$ cat src/rtl/pcp_pkg.sv
package pcp_pkg;

  typedef enum logic [1:0] {
    PH_IDLE  = 2'd0,
    PH_RUN   = 2'd1,
    PH_DRAIN = 2'd2
  } phase_t;

  // Width of an index that addresses 'depth' entries (at least one bit).
  function automatic int idx_width(input int depth);
    return (depth > 1) ? $clog2(depth) : 1;
  endfunction

  // Accumulator width: (DW+1)-bit deviation times DW-bit coefficient,
  // summed over up to mmax terms without overflow.
  function automatic int sum_width(input int dw, input int mmax);
    return 2 * dw + 1 + $clog2(mmax + 1);
  endfunction

endpackage

$ cat src/rtl/pcp_seq.sv
module pcp_seq #(
  parameter int MW = 4,
  parameter int NW = 5,
  parameter int KW = 3,
  parameter int IW = 4
) (
  input  logic          clk,
  input  logic          rst_n,
  input  logic          launch,
  input  logic [MW-1:0] m_cfg,
  input  logic [NW-1:0] n_cfg,
  output logic          issue,
  output logic [IW-1:0] pos_i,
  output logic [KW-1:0] pos_j,
  output logic [KW-1:0] pos_k,
  output logic          first_k,
  output logic          last_k,
  output logic          last_all
);

  logic run_q;
  logic last_j;
  logic last_i;

  assign issue    = run_q;
  assign first_k  = (pos_k == '0);
  assign last_k   = (int'(pos_k) + 1) == int'(m_cfg);
  assign last_j   = (int'(pos_j) + 1) == int'(m_cfg);
  assign last_i   = (int'(pos_i) + 1) == int'(n_cfg);
  assign last_all = last_k && last_j && last_i;

  // k innermost, then component j, then vector i
  always_ff @(posedge clk) begin
    if (!rst_n) begin
      run_q <= 1'b0;
      pos_i <= '0;
      pos_j <= '0;
      pos_k <= '0;
    end else if (launch) begin
      run_q <= 1'b1;
      pos_i <= '0;
      pos_j <= '0;
      pos_k <= '0;
    end else if (run_q) begin
      if (last_k) begin
        pos_k <= '0;
        if (last_j) begin
          pos_j <= '0;
          if (last_i) begin
            pos_i <= '0;
            run_q <= 1'b0;
          end else begin
            pos_i <= pos_i + IW'(1);
          end
        end else begin
          pos_j <= pos_j + KW'(1);
        end
      end else begin
        pos_k <= pos_k + KW'(1);
      end
    end
  end


  k_range_chk: assert property (@(posedge clk) disable iff (!rst_n)
    issue |-> (int'(pos_k) < int'(m_cfg)) && (int'(pos_j) < int'(m_cfg)));


  k_step_chk: assert property (@(posedge clk) disable iff (!rst_n)
    issue && !last_k |=> issue && (int'(pos_k) == int'($past(pos_k)) + 1));

endmodule

$ cat src/rtl/pcp_ctrl.sv
module pcp_ctrl
  import pcp_pkg::*;
#(
  parameter int MW = 4,
  parameter int NW = 5
) (
  input  logic          clk,
  input  logic          rst_n,
  input  logic          start,
  input  logic          mode_in,
  input  logic [MW-1:0] m_in,
  input  logic [NW-1:0] n_in,
  input  logic          last_issue,
  input  logic          final_write,
  output logic          launch,
  output logic          busy,
  output logic          done,
  output logic          mode_cfg,
  output logic [MW-1:0] m_cfg,
  output logic [NW-1:0] n_cfg
);

  phase_t ph;
  logic   zero_job;
  logic   accept;
  logic   done_r;

  assign zero_job = (m_in == '0) || (n_in == '0);
  assign accept   = (ph == PH_IDLE) && start;
  assign launch   = accept && !zero_job;
  assign busy     = (ph != PH_IDLE);
  assign done     = done_r;

  always_ff @(posedge clk) begin
    if (!rst_n) begin
      ph       <= PH_IDLE;
      done_r   <= 1'b0;
      mode_cfg <= 1'b0;
      m_cfg    <= '0;
      n_cfg    <= '0;
    end else begin
      done_r <= 1'b0;
      unique case (ph)
        PH_IDLE: begin
          if (accept) begin
            mode_cfg <= mode_in;
            m_cfg    <= m_in;
            n_cfg    <= n_in;
            if (zero_job) done_r <= 1'b1;
            else          ph     <= PH_RUN;
          end
        end
        PH_RUN: begin
          if (last_issue) ph <= PH_DRAIN;
        end
        PH_DRAIN: begin
          if (final_write) begin
            ph     <= PH_IDLE;
            done_r <= 1'b1;
          end
        end
        default: ph <= PH_IDLE;
      endcase
    end
  end


  zero_job_chk: assert property (@(posedge clk) disable iff (!rst_n)
    accept && zero_job |=> done && !busy);


  cfg_hold_chk: assert property (@(posedge clk) disable iff (!rst_n)
    busy && $past(busy) |-> $stable(m_cfg) && $stable(n_cfg) && $stable(mode_cfg));


  done_idle_chk: assert property (@(posedge clk) disable iff (!rst_n)
    done |-> !busy);

endmodule

$ cat src/rtl/pcp_mac.sv
module pcp_mac #(
  parameter int DW   = 16,
  parameter int MMAX = 8,
  parameter int IW   = 4,
  parameter int KW   = 3,
  parameter int ACCW = 37
) (
  input  logic                   clk,
  input  logic                   rst_n,
  input  logic                   sub_en,
  input  logic                   issue,
  input  logic                   first_k,
  input  logic                   last_k,
  input  logic                   last_all,
  input  logic [IW-1:0]          pos_i,
  input  logic [KW-1:0]          pos_j,
  input  logic signed [DW-1:0]   x_in,
  input  logic signed [DW-1:0]   mu_in,
  input  logic signed [DW-1:0]   s_in,
  output logic                   wr_v,
  output logic                   wr_fin,
  output logic [IW-1:0]          wr_i,
  output logic [KW-1:0]          wr_j,
  output logic signed [ACCW-1:0] wr_sum
);

  localparam int DEVW  = DW + 1;
  localparam int PRDW  = DEVW + DW;
  localparam int TGW   = 3 + IW + KW;
  localparam int DEPTH = 3;
  localparam int TW    = $clog2(MMAX + 1) + 1;

  // Deviation: bypass or subtract, at one bit wider than the data.
  function automatic logic signed [DEVW-1:0] form_dev(
    input logic sub, input logic signed [DW-1:0] x, input logic signed [DW-1:0] mu);
    if (sub) form_dev = DEVW'(x) - DEVW'(mu);
    else     form_dev = DEVW'(x);
  endfunction

  function automatic logic signed [PRDW-1:0] form_prod(
    input logic signed [DEVW-1:0] d, input logic signed [DW-1:0] s);
    form_prod = PRDW'(d) * PRDW'(s);
  endfunction

  // Tag travels alongside the operands: {first, last, fin, i, j}
  logic [TGW-1:0] tag_q [1:DEPTH];
  logic           vld_q [1:DEPTH];

  always_ff @(posedge clk) begin
    if (!rst_n) begin
      for (int s = 1; s <= DEPTH; s++) begin
        vld_q[s] <= 1'b0;
        tag_q[s] <= '0;
      end
    end else begin
      vld_q[1] <= issue;
      tag_q[1] <= {first_k, last_k, last_all, pos_i, pos_j};
      for (int s = 2; s <= DEPTH; s++) begin
        vld_q[s] <= vld_q[s-1];
        tag_q[s] <= tag_q[s-1];
      end
    end
  end

  logic          s3_first, s3_last, s3_fin;
  logic [IW-1:0] s3_i;
  logic [KW-1:0] s3_j;
  assign {s3_first, s3_last, s3_fin, s3_i, s3_j} = tag_q[DEPTH];

  // Stage 1 -> 2: subtract (or bypass)
  logic signed [DEVW-1:0] dev_w;
  logic signed [DEVW-1:0] dev_r;
  logic signed [DW-1:0]   eig_r;
  assign dev_w = form_dev(sub_en, x_in, mu_in);

  always_ff @(posedge clk) begin
    if (!rst_n) begin
      dev_r <= '0;
      eig_r <= '0;
    end else if (vld_q[1]) begin
      dev_r <= dev_w;
      eig_r <= s_in;
    end
  end

  // Stage 2 -> 3: multiply
  logic signed [PRDW-1:0] prod_w;
  logic signed [PRDW-1:0] prod_r;
  assign prod_w = form_prod(dev_r, eig_r);

  always_ff @(posedge clk) begin
    if (!rst_n)        prod_r <= '0;
    else if (vld_q[2]) prod_r <= prod_w;
  end

  // Stage 3: accumulate, cleared by the first term of each dot product
  logic signed [ACCW-1:0] acc_r;
  logic signed [ACCW-1:0] acc_next;
  logic                   close_w;
  logic [TW-1:0]          terms;

  assign acc_next = s3_first ? ACCW'(prod_r) : acc_r + ACCW'(prod_r);
  assign close_w  = vld_q[DEPTH] && s3_last;

  always_ff @(posedge clk) begin
    if (!rst_n) begin
      acc_r  <= '0;
      terms  <= '0;
      wr_v   <= 1'b0;
      wr_fin <= 1'b0;
      wr_i   <= '0;
      wr_j   <= '0;
    end else begin
      wr_v   <= close_w;
      wr_fin <= close_w && s3_fin;
      if (vld_q[DEPTH]) begin
        acc_r <= acc_next;
        terms <= s3_first ? TW'(1) : terms + TW'(1);
      end
      if (close_w) begin
        wr_i <= s3_i;
        wr_j <= s3_j;
      end
    end
  end

  assign wr_sum = acc_r;


  sum_terms_chk: assert property (@(posedge clk) disable iff (!rst_n)
    wr_v |-> (terms != '0) && (int'(terms) <= MMAX));


  acc_hold_chk: assert property (@(posedge clk) disable iff (!rst_n)
    !vld_q[DEPTH] |=> $stable(acc_r));

endmodule

$ cat src/rtl/pcp_project_unit.sv
module pcp_project_unit #(
  parameter int DW   = 16,
  parameter int MMAX = 8,
  parameter int NMAX = 16,
  parameter int KW   = pcp_pkg::idx_width(MMAX),
  parameter int IW   = pcp_pkg::idx_width(NMAX),
  parameter int MW   = $clog2(MMAX + 1),
  parameter int NW   = $clog2(NMAX + 1),
  parameter int ACCW = pcp_pkg::sum_width(DW, MMAX)
) (
  input  logic                   clk,
  input  logic                   rst_n,
  input  logic                   start,
  input  logic                   dev_mode,
  input  logic [MW-1:0]          m_dim,
  input  logic [NW-1:0]          n_vec,
  output logic                   busy,
  output logic                   done,
  output logic                   eig_rd_en,
  output logic [KW-1:0]          eig_rd_row,
  output logic [KW-1:0]          eig_rd_col,
  input  logic signed [DW-1:0]   eig_rd_data,
  output logic                   dat_rd_en,
  output logic [IW-1:0]          dat_rd_row,
  output logic [KW-1:0]          dat_rd_col,
  input  logic signed [DW-1:0]   dat_rd_data,
  output logic                   mean_rd_en,
  output logic [KW-1:0]          mean_rd_idx,
  input  logic signed [DW-1:0]   mean_rd_data,
  output logic                   res_we,
  output logic [IW-1:0]          res_row,
  output logic [KW-1:0]          res_col,
  output logic signed [ACCW-1:0] res_data
);

  logic          launch;
  logic          mode_cfg;
  logic [MW-1:0] m_cfg;
  logic [NW-1:0] n_cfg;
  logic          issue;
  logic [IW-1:0] pos_i;
  logic [KW-1:0] pos_j;
  logic [KW-1:0] pos_k;
  logic          first_k, last_k, last_all;
  logic          wr_fin;
  logic          last_issue;
  logic          final_write;

  assign last_issue  = issue && last_all;
  assign final_write = res_we && wr_fin;

  pcp_ctrl #(.MW(MW), .NW(NW)) u_ctrl (
    .clk        (clk),
    .rst_n      (rst_n),
    .start      (start),
    .mode_in    (dev_mode),
    .m_in       (m_dim),
    .n_in       (n_vec),
    .last_issue (last_issue),
    .final_write(final_write),
    .launch     (launch),
    .busy       (busy),
    .done       (done),
    .mode_cfg   (mode_cfg),
    .m_cfg      (m_cfg),
    .n_cfg      (n_cfg)
  );

  pcp_seq #(.MW(MW), .NW(NW), .KW(KW), .IW(IW)) u_seq (
    .clk     (clk),
    .rst_n   (rst_n),
    .launch  (launch),
    .m_cfg   (m_cfg),
    .n_cfg   (n_cfg),
    .issue   (issue),
    .pos_i   (pos_i),
    .pos_j   (pos_j),
    .pos_k   (pos_k),
    .first_k (first_k),
    .last_k  (last_k),
    .last_all(last_all)
  );

  assign dat_rd_en   = issue;
  assign dat_rd_row  = pos_i;
  assign dat_rd_col  = pos_k;
  assign eig_rd_en   = issue;
  assign eig_rd_row  = pos_k;
  assign eig_rd_col  = pos_j;
  assign mean_rd_en  = issue;
  assign mean_rd_idx = pos_k;

  pcp_mac #(.DW(DW), .MMAX(MMAX), .IW(IW), .KW(KW), .ACCW(ACCW)) u_mac (
    .clk     (clk),
    .rst_n   (rst_n),
    .sub_en  (mode_cfg),
    .issue   (issue),
    .first_k (first_k),
    .last_k  (last_k),
    .last_all(last_all),
    .pos_i   (pos_i),
    .pos_j   (pos_j),
    .x_in    (dat_rd_data),
    .mu_in   (mean_rd_data),
    .s_in    (eig_rd_data),
    .wr_v    (res_we),
    .wr_fin  (wr_fin),
    .wr_i    (res_row),
    .wr_j    (res_col),
    .wr_sum  (res_data)
  );


  res_index_chk: assert property (@(posedge clk) disable iff (!rst_n)
    res_we |-> (int'(res_row) < int'(n_cfg)) && (int'(res_col) < int'(m_cfg)));


  write_gap_chk: assert property (@(posedge clk) disable iff (!rst_n)
    res_we && (int'(m_cfg) > 1) |=> !res_we);


  rd_busy_chk: assert property (@(posedge clk) disable iff (!rst_n)
    dat_rd_en |-> busy);


  done_after_write_chk: assert property (@(posedge clk) disable iff (!rst_n)
    done && (m_cfg != '0) && (n_cfg != '0) |-> $past(res_we));

endmodule

$ cat config.mk
export PLATFORM = sky130hd
export DESIGN_NAME = pcp_project_unit
export DESIGN_NICKNAME = d
export VERILOG_FILES = /design/src/rtl/pcp_pkg.sv /design/src/rtl/pcp_seq.sv /design/src/rtl/pcp_ctrl.sv /design/src/rtl/pcp_mac.sv /design/src/rtl/pcp_project_unit.sv
export SDC_FILE = /design/constraint.sdc
export NUM_CORES = 1
export LEC_CHECK = 0
export BUFFER_PORTS_ARGS = -buffer_cell sky130_fd_sc_hd__buf_2
export CORE_UTILIZATION = 55
export CTS_CLUSTER_DIAMETER = 60
export CTS_CLUSTER_SIZE = 10
export DETAILED_ROUTE_END_ITERATION = 12
export PLACE_DENSITY = 0.73
export SETUP_SLACK_MARGIN = 0.15
export SLEW_MARGIN = 40
export SYNTH_ARGS = -nofsm -noshare
export SYNTH_HDL_FRONTEND = slang
export SYNTH_SLANG_ARGS = --single-unit
$ cat constraint.sdc
create_clock -name clk -period 13.5 [get_ports clk]
set_input_delay 0.675 -clock clk [delete_from_list [all_inputs] [get_ports clk]]
set_output_delay 0.675 -clock clk [all_outputs]
set_load 0.01 [all_outputs]
=== Yosys cells after proc, flatten, opt, wreduce, memory -nomap -nowiden ===
Memory sizes are Yosys's and may differ from the RTL's.
Cells that the tools add are included.

* Bits in registers: 136
* Memories kept: 2
* Memory bits (writable): 33
* Output and inout bits: 66

* Bitwise operators: 7
* Add/sub/neg operators: 8
* $mul: 1
* Multiplexer cells: 27
* Equality and inequality tests: 9
* Reductions and logical operators: 20

{| class="wikitable"
|+ Memories
! name !! words !! width !! rd ports !! clocked after Yosys merged registers in !! write ports !! line !! text
|-
| u_mac.tag_q || 3 || 10 || 3 || 0 || 3 || pcp_mac.sv:46 || <nowiki>logic [TGW-1:0] tag_q [1:DEPTH];</nowiki>
|-
| u_mac.vld_q || 3 || 1 || 3 || 0 || 3 || pcp_mac.sv:47 || <nowiki>logic vld_q [1:DEPTH];</nowiki>
|}

{| class="wikitable"
|+ Operator list
! operator !! number
|-
| $eq 32x5->1 || 2
|-
| $add 37x33->37 || 1
|-
| $mux 37 || 1
|-
| $mul 17x16->33 || 1
|-
| $eq 32x6->1 || 1
|-
| $mux 10 || 3
|-
| $mux 17 || 1
|-
| $sub 16x16->17 || 1
|-
| $mux 1 || 13
|-
| $add 3x1->4 const B || 2
|-
| $logic_and 1x1->1 || 8
|-
| $mux 2 || 4
|-
| $add 3x1->3 const B || 2
|-
| $mux 3 || 2
|-
| $ne 2x2->1 const B || 3
|-
| $or 1x1->1 || 6
|-
| $pmux 2 s3 || 1
|-
| $add 4x1->5 const B || 1
|-
| $logic_not 5->1 || 1
|-
| $add 4x1->4 const B || 1
|-
| $logic_not 4->1 || 1
|-
| $mux 4 || 1
|-
| $reduce_and 2->1 || 2
|-
| $reduce_and 4->1 || 1
|-
| other kinds (12) || 12
|}

=== Logic depth before layout (Yosys ltp) ===
Gate-level depths: netlist (run 1).

* Depth in word-level cells: 7
* Depth in mapped cells: 25
* Depth with buffers taken out: 24

=== By module ===
A second synthesis (run 1) with hierarchy kept.

* Cell total of the unflattened synthesis: 2246
* Area, all modules: 19663.9 µm²

{| class="wikitable"
|+ Modules (own cells, without submodules)
! module !! area each (µm²) !! times used !! cells each
|-
| pcp_mac || 18218.7 || 1 || 2089
|-
| pcp_seq || 822.0 || 1 || 97
|-
| pcp_ctrl || 550.5 || 1 || 50
|-
| pcp_project_unit || 72.6 || 1 || 10
|}

=== Worst setup path after synthesis (run 1) ===
Ideal clock, no wire load.

* Path type: register to register
* From: reg u_mac.dev_r[8]
* To: reg u_mac.prod_r[30]
* Stages on the path, launching flop included: 23
* Arrival time: 6.068 ns
* Setup slack: 7.361 ns
* Required time: 13.430 ns
* Path through: dfxtp_1 -> clkbuf_1 -> nand2_1 -> fa_1 -> inv_1 -> fa_1 -> fa_1 -> fa_1 -> fa_1 -> inv_1 -> fa_1 -> inv_1 -> ha_1 -> a21o_1 -> a21o_1 -> a21o_1 -> a311oi_1 -> o31a_2 -> o31ai_2 -> o41ai_4 -> o21ai_1 -> nand3b_1 -> a21oi_1

* Word-level cells in the longest chain between the ends: 1

{| class="wikitable"
|+ RTL lines
! element !! line !! text
|-
| start: declaration || pcp_mac.sv:72 || <nowiki>logic signed [DEVW-1:0] dev_r;</nowiki>
|-
| start signal: assignment || pcp_mac.sv:81 || <nowiki>dev_r <= dev_w;</nowiki>
|-
| $mul 17x16->33 || pcp_mac.sv:42 || <nowiki>form_prod = PRDW'(d) * PRDW'(s);</nowiki>
|-
| end signal: assignment || pcp_mac.sv:93 || <nowiki>else if (vld_q[2]) prod_r <= prod_w;</nowiki>
|-
| end: declaration || pcp_mac.sv:88 || <nowiki>logic signed [PRDW-1:0] prod_r;</nowiki>
|}

Every way passes these cells.
A chain may end at the register's enable or synchronous reset.

=== Worst setup path in the final report (run 1) ===
* From: reg u_mac.eig_r[7]
* To: reg u_mac.prod_r[30]

* Word-level cells in the longest chain between the ends: 1

{| class="wikitable"
|+ RTL lines
! element !! line !! text
|-
| start: declaration || pcp_mac.sv:73 || <nowiki>logic signed [DW-1:0] eig_r;</nowiki>
|-
| start signal: assignment || pcp_mac.sv:82 || <nowiki>eig_r <= s_in;</nowiki>
|-
| $mul 17x16->33 || pcp_mac.sv:42 ||
|}

Every way passes these cells.

==> key figures, run 1 <==
Setup path
  • Critical Path Start Type: flip-flop
  • Crit end category: flip-flop
  • CP startpoint: u_mac.eig_r[7]
  • Crit path arrival time: 7.09 ns
  • Required time of the critical path: 13.88 ns
  • Critical path type: reg -> reg
  • Critical path peak fanout: 18
  • Crit Reg-Reg Startpoint: u_mac.eig_r[7]

CTS
  • Postcts setup bufs: 0
  • CTS Hold Bufs: 0
  • Clk sinks: 169
  • Clock transition at path regs: 0.08 ns
  • CTS tree: built
  • Root buffer selected by CTS: clkbuf_16
  • Inserted Clock Buffers: 17
  • CTS max path bufs: 2
  • Post_cts resized: 0
  • H-tree levels: 4
  • Worst-Skew Late Latency: 0.45 ns

Floorplanning
  • Full die area: 35800 um2
  • Die Ht: 189 um
  • Std-Cell Rows: 68
  • Core footprint: 34500 um2
  • Top-level port count: 127
  • Die width: 189 um
  • Starting Density: 55.9%

Synth
  • Number of synthesized flops with an enable pin: 0
  • Share of the synthesized area in the top cell type: 28.9%
  • Syn nets: 2647
  • Most frequent cell after synthesis: inv_1
  • Mapped Cells: 2168
  • Cell Area, Synth: 19300 um2
  • Most frequent cells after synthesis: inv_1 (338), fa_1 (278), nand2_1 (217)
  • Commonest register cell after synthesis: dfxtp_1
  • Asr flop ratio synth: 0%
  • Synth Area per Inst: 8.88 um2
  • Ys Warns: 0
  • Dominant cells by area after synthesis: fa_1 (29%), dfxtp_1 (18%), ha_1 (9.1%)
  • Netlist cell types: 86
  • Seq/Total Area, Yosys: 17.6%
  • Flops & latches, synth: 169
  • Dominant cell type by area after synthesis: fa_1

Run status
  • Outcome: finished clean

Pwr
  • Internal: 867 uW
  • Clock power frac: 38.6%
  • Total power draw: 1.30 mW
  • Comb pwr share: 19.0%
  • Pwr dens: 63.0 nW/um2
  • Net Switching: 437 uW
  • Sw frac: 33.5%
  • Peak supply drop: 0.0000892 V
  • Leak pwr: 10.2 nW
  • Sequential power share: 42.4%

Finish
  • Syn-to-layout area delta: 7.50%
  • Final cell count without fillers: 2688
  • Final Cell Area: 20700 um2
  • Register area: 3390 um2
  • Fin nets: 2699
  • Share of cells above drive strength 1: 9.09%
  • Core Util, Final: 60.1%
  • Fillers: 3052
  • # diodes: 0
  • Area of the multi-input gates: 14200 um2

Timing
  • Skew final: 0.0165 ns
  • Fin Setup TNS: 0 ns
  • Max Transition Viols Final: 0
  • Slew @ Worst Pin: 0.784 ns
  • Hold Fails Final Rpt: 0
  • Relative slew slack: 47.7%
  • Fmax: 149 MHz
  • Period Utilization, post-route: 49.7%
  • Final setup fails: 0
  • RSZ-0062 raised after global routing: no
  • Tmin final: 6.71 ns

Hold path
  • Min-delay src: u_mac.tag_q[0][29]
  • Worst hold path type: reg -> reg

Route
  • ANT nets after route: 0
  • Via density: 5.50
  • Iteration-0 DRC count of the detailed router: 791
  • DRC viols: 0
  • DR pass1 iterations: 5
  • Post-Route WL: 44900 um
  • Via Count: 14800
  • Routed len/inst: 16.7 um

GRT
  • Largest net degree at the start of global routing: 82
  • Initial antenna violation count: 1
  • Final global-route overflow total: 0
  • First-pass GRT wire length: 74200 um
  • Vias in the first global route: 15200
  • GRT Util Overall: 26.1%

Placement
  • Routability Congestion: 0.877
  • Placed insts: 2656
  • Port bufs: 126
  • DP HPWL: 35400 um
  • Placed instance area: 20100 um2

Run
  • Max Cap Violations: 0
routing by layer:
metal | up-vias | track usage (%) | share of wire, %
met5 | - | 0 | 0.029
met4 | 2 | 9.65 | 3.0
met3 | 77 | 3.43 | 3.9
met2 | 375 | 46.4 | 51
met1 | 7299 | 32.2 | 42
li1 | 7028 | - | -
stage by stage:
| stage | worst slack, ns | hold WS (ns) |
|---|---|---|
| after global routing | 6.48 | 0.435 |
| after floorplan | 7.36 | 0.406 |
| after detailed placement | 6.80 | 0.420 |
| after CTS | 6.78 | 0.428 |
| after global placement | 6.97 | 0.413 |
| final | 6.79 | 0.428 |
cell type report:
type | count | share of cell area [%]
flip-flops and latches | 169 | 16.4
clock inverters | 15 | 0.840
multi-input cells | 1562 | 68.6
clock buffers | 17 | 2.06
inverters | 338 | 6.14
well taps | 455 | 2.75
repair buffers | 132 | 3.26
registers in the layout (all words and copies together) (netlist names), 4 cells and up:
register,count
u_mac.tag_q,30
u_mac.wr_sum,37
u_mac.dev_r,17
u_mac.eig_r,16
u_mac.wr_i,4
u_seq.pos_i,4
u_mac.prod_r,33
u_ctrl.n_cfg,5
u_ctrl.m_cfg,4
power by group through the flow:
| stage | clock [mW] | combinational, mW | sequential, mW |
|---|---|---|---|
| after floorplan | 0 | 0.199 | 0.537 |
| after global placement | 0 | 0.243 | 0.562 |
| after detailed placement | 0 | 0.249 | 0.564 |
| after CTS | 0.513 | 0.251 | 0.552 |
| after global routing | 0.531 | 0.280 | 0.556 |
| final | 0.503 | 0.248 | 0.553 |
kinds of logic (layout without fill, tap and decap cells):
family / Yosys count / in the layout / share of synthesized area (%)
DFF: 169 / 169 / 17.6
xor gates and xnor gates: 89 / 89 / 4.05
AOI/OAI and AO/OA: 351 / 351 / 12.1
and+or+nand+nor: 639 / 639 / 16.1
muxes: 65 / 65 / 3.38
buffers and inverters: 437 / 502 / 8.72
adders and majority gates: 418 / 418 / 38.0
placed cells by master, fill, tap and decap left out, types with 8 or more instances in the layout:
| cell type | synthesis | final |
|---|---|---|
| o21ai_0 | 65 | 65 |
| a21o_1 | 42 | 42 |
| clkbuf_16 | 0 | 17 |
| a211oi_1 | 13 | 13 |
| buf_2 | 0 | 126 |
| nor2b_1 | 12 | 12 |
| a21oi_1 | 110 | 110 |
| nand2b_1 | 20 | 20 |
| o211ai_1 | 20 | 20 |
| mux2i_1 | 65 | 65 |
| dfxtp_1 | 169 | 164 |
| fa_1 | 278 | 278 |
| nand2_1 | 217 | 217 |
| and2_1 | 162 | 162 |
| o21ai_1 | 8 | 8 |
| a31oi_1 | 8 | 8 |
| nand3_1 | 29 | 29 |
| xor2_1 | 25 | 25 |
| inv_1 | 338 | 337 |
| and3_1 | 8 | 8 |
| xnor2_1 | 64 | 64 |
| nor2_1 | 140 | 140 |
| nor3_1 | 12 | 12 |
| ha_1 | 140 | 140 |
| o21a_1 | 11 | 11 |
final timing paths:
| path | endpoint | slack, ns | depth (start not counted) |
|---|---|---|---|
| min reg2reg | u_mac.tag_q[0][39] | 0.43 | 1 |
| max | u_mac.prod_r[30] | 6.79 | 21 |
| min | u_mac.tag_q[0][39] | 0.43 | 1 |
| max reg2reg | u_mac.prod_r[30] | 6.79 | 21 |
critical path, stage by stage, from the launching register on:
cell and delay [ns]:
dfxtp_1 0.77, nand2_1 0.17, fa_1 0.58, inv_1 0.06, fa_1 0.51, fa_1 0.53, fa_1 0.52, fa_1 0.55
inv_1 0.06, fa_1 0.53, inv_1 0.05, ha_1 0.37, a21o_1 0.21, a21o_1 0.17, a21o_1 0.20, a311oi_1 0.27
o31a_2 0.24, o31ai_2 0.10, o41ai_4 0.27, o21ai_1 0.15, nand3b_1 0.17, a21oi_1 0.16
(Power assumes the default switching activity.)
==> inputs of run 2 (changes only) <==
PLACE_DENSITY = 0.76   (was 0.73)
clock period = 5.4 ns   (was 13.5 ns; I/O delays follow)
==> key figures, run 2 (synthesized netlist as in run 1, its figures left out) <==
Setup path
  • Crit end category: flip-flop
  • Crit path arrival time: 6.30 ns (-0.79 ns)
  • Critical path peak fanout: 6 (-12)
  • Flop-to-flop setup slack: -0.56 ns (-7.35 ns)
  • Buf/Inv on CP: 5 (+2)
  • Critical Path Most Common Cell: fa_1
  • Family with the most delay on the worst path: adder cells
  • CP max stage cell: fa_1
  • CP cell instances: buf_12, buf_6, nand2_2, fa_1, fa_1, fa_1, fa_1, fa_1, fa_1, inv_2, ha_4, buf_6, a21o_1, a21o_1, a21o_1, a2bb2oi_4, o31a_4, o31ai_4, o41ai_4, o21ai_2, buf_4, o21ai_2, a21oi_2
  • Critical path type: reg -> reg
  • Critical path's largest stage delay: 0.60 ns (-0.17 ns)
  • Critical Path Start Type: flip-flop
  • Required time of the critical path: 5.74 ns (-8.14 ns)

Timing
  • Fmax: 168 MHz (+13%)
  • RSZ-0062 raised after global routing: yes
  • Final worst setup slack: -0.560 ns (-7.35 ns)
  • Tmin final: 5.96 ns (-0.751 ns)
  • Max Transition Viols Final: 0 (unchanged)
  • Slew @ Worst Pin: 0.794 ns (+0.00993 ns)
  • Period Utilization, post-route: 110% (+61 points)
  • Skew final: 0.0209 ns (+0.00443 ns)
  • Hold Fails Final Rpt: 0 (unchanged)
  • Relative slew slack: 47.1% (-0.59 points)
  • Final setup fails: 19 (+19)

Route
  • Via Count: 15700 (+6.1%)
  • DR pass1 iterations: 6 (+1)
  • Routed len/inst: 16.8 um (+0.32%)
  • DRC viols: 0 (unchanged)
  • Post-Route WL: 48200 um (+7.3%)
  • Iteration-0 DRC count of the detailed router: 851 (+7.6%)
  • Via density: 5.46 (-0.72%)
  • ANT nets after route: 0 (unchanged)

CTS
  • CTS Hold Bufs: 0 (unchanged)
  • CTS tree: built
  • H-tree levels: 4 (unchanged)
  • Clock transition at path regs: 0.08 ns (about the same)
  • Clk sinks: 169 (unchanged)
  • CTS max path bufs: 2 (unchanged)
  • Root buffer selected by CTS: clkbuf_16
  • Worst-Skew Late Latency: 0.46 ns (about the same)
  • Inserted Clock Buffers: 17 (unchanged)

Finish
  • # diodes: 0 (unchanged)
  • Commonest non-fill, non-tap cell in the layout: inv_1
  • Share of cells above drive strength 1: 21.9% (+13 points)
  • Fin nets: 2886 (+6.9%)
  • Commonest cells after routing, fill and taps aside: inv_1 (312), fa_1 (262), nand2_1 (206)
  • Number of flip-flops in the largest register: 37 (unchanged)
  • Final Cell Area: 22800 um2 (+10%)
  • Syn-to-layout area delta: 18.4%

Floorplanning
  • Die Ht: 189 um (unchanged)
  • Std-Cell Rows: 68 (unchanged)
  • Die width: 189 um (unchanged)
  • Full die area: 35800 um2 (unchanged)
  • Core footprint: 34500 um2 (unchanged)
  • Top-level port count: 127 (unchanged)
  • Starting Density: 55.9% (unchanged)

GRT
  • First-pass GRT wire length: 80100 um (+7.9%)
  • GRT Util Overall: 28.1% (+2.0 points)
  • Largest net degree at the start of global routing: 74 (-9.8%)
  • Initial antenna violation count: 0 (-1)
  • Final global-route overflow total: 0 (unchanged)
  • Vias in the first global route: 16700 (+9.4%)

Pwr
  • Leak pwr: 11.3 nW (+10%)
  • Peak supply drop: 0.000230 V (+160%)
  • Pwr dens: 150 nW/um2 (+140%)

Placement
  • DP HPWL: 37800 um (+6.8%)
  • Placed instance area: 21500 um2 (+7.0%)
  • Port bufs: 126 (unchanged)
  • Routability Congestion: 0.924 (+5.3%)
  • Dpl ws: -0.710 ns (-7.51 ns)

Hold path
  • Worst hold path type: in -> reg

Run
  • Max Cap Violations: 0 (unchanged)

Run status
  • Outcome: complete, but fails checks
  • Failing checks: setup timing
[run 2: changes by cell type in the layout (fill, tap and decap cells not counted), sizes merged]
cell,delta
clkinvlp,-1
bufinv,+1
buf,+187
inv,-3
clkbuf,+2
[run 2: final cells by class]
| class | count | area, um2 |
|---|---|---|
| fillers | 2679 | 11700 |
| multi-input cells | 1562 | 14700 |
| repair buffers | 319 | 2220 |
| flip-flops and latches | 169 | 3480 |
| well taps | 455 | 569 |
| clock buffers | 19 | 443 |
| inverters | 338 | 1270 |
| clock inverters | 12 | 135 |
[run 2: metal layers]
metal | share of wire [%] | wire [um] | global-route usage [%] | vias to the layer above
met3 | 4.0 | 1910 | 3.32 | 86
met2 | 52 | 25000 | 50.9 | 428
li1 | - | - | - | 7416
met5 | 0 | 0 | 0 | -
met4 | 2.8 | 1360 | 9.80 | 0
met1 | 41 | 19900 | 34.3 | 7760
[run 2: power by group]
group	total (mW)	internal (mW)	switching, mW
logic	0.818	0.373	0.444
registers	1.35	1.28	0.0681
clock network	1.26	0.662	0.596
[run 2: stage by stage]
step	power, mW	hold slack (ns)	setup TNS [ns]	instances	utilization [%]
3_5_place_dp	2.14	0.418	-6.97	2812	62.4
4_1_cts	3.43	0.0328	-3.35	2865	65.7
3_3_place_gp	2.12	0.414	-5.64	2812	62.4
5_1_grt	3.59	0.0504	-9.03	2874	66.2
2_1_floorplan	1.88	0.406	-1.49	2168	-
6_report	3.42	0.0462	-5.55	2874	66.2
[run 2: path summary, 6_finish.rpt]
check,startpoint,to,cells past startpoint
max,u_mac.dev_r[5],u_mac.prod_r[32],23
min reg2reg,u_mac.tag_q[0][26],u_mac.tag_q[0][36],1
max reg2reg,u_mac.dev_r[5],u_mac.prod_r[32],23
min,dev_mode,u_ctrl.mode_cfg,3
[run 2: what timing repair did]
item / 4_1_cts / 5_1_grt
pin swaps: 80 / 15
buffers inserted: 22 / 9
gates resized for setup: 131 / 25
endpoints found under the setup margin: 22 / 22
[run 2: worst register-to-register path, delay by kind of cell (launching register included)]
family | cells | cell delay, ns
adders and majority gates | 7 | 3.26
AOI/OAI and AO/OA | 10 | 1.55
buffers and inverters | 5 | 0.55
DFF | 1 | 0.42
and+or+nand+nor | 1 | 0.06
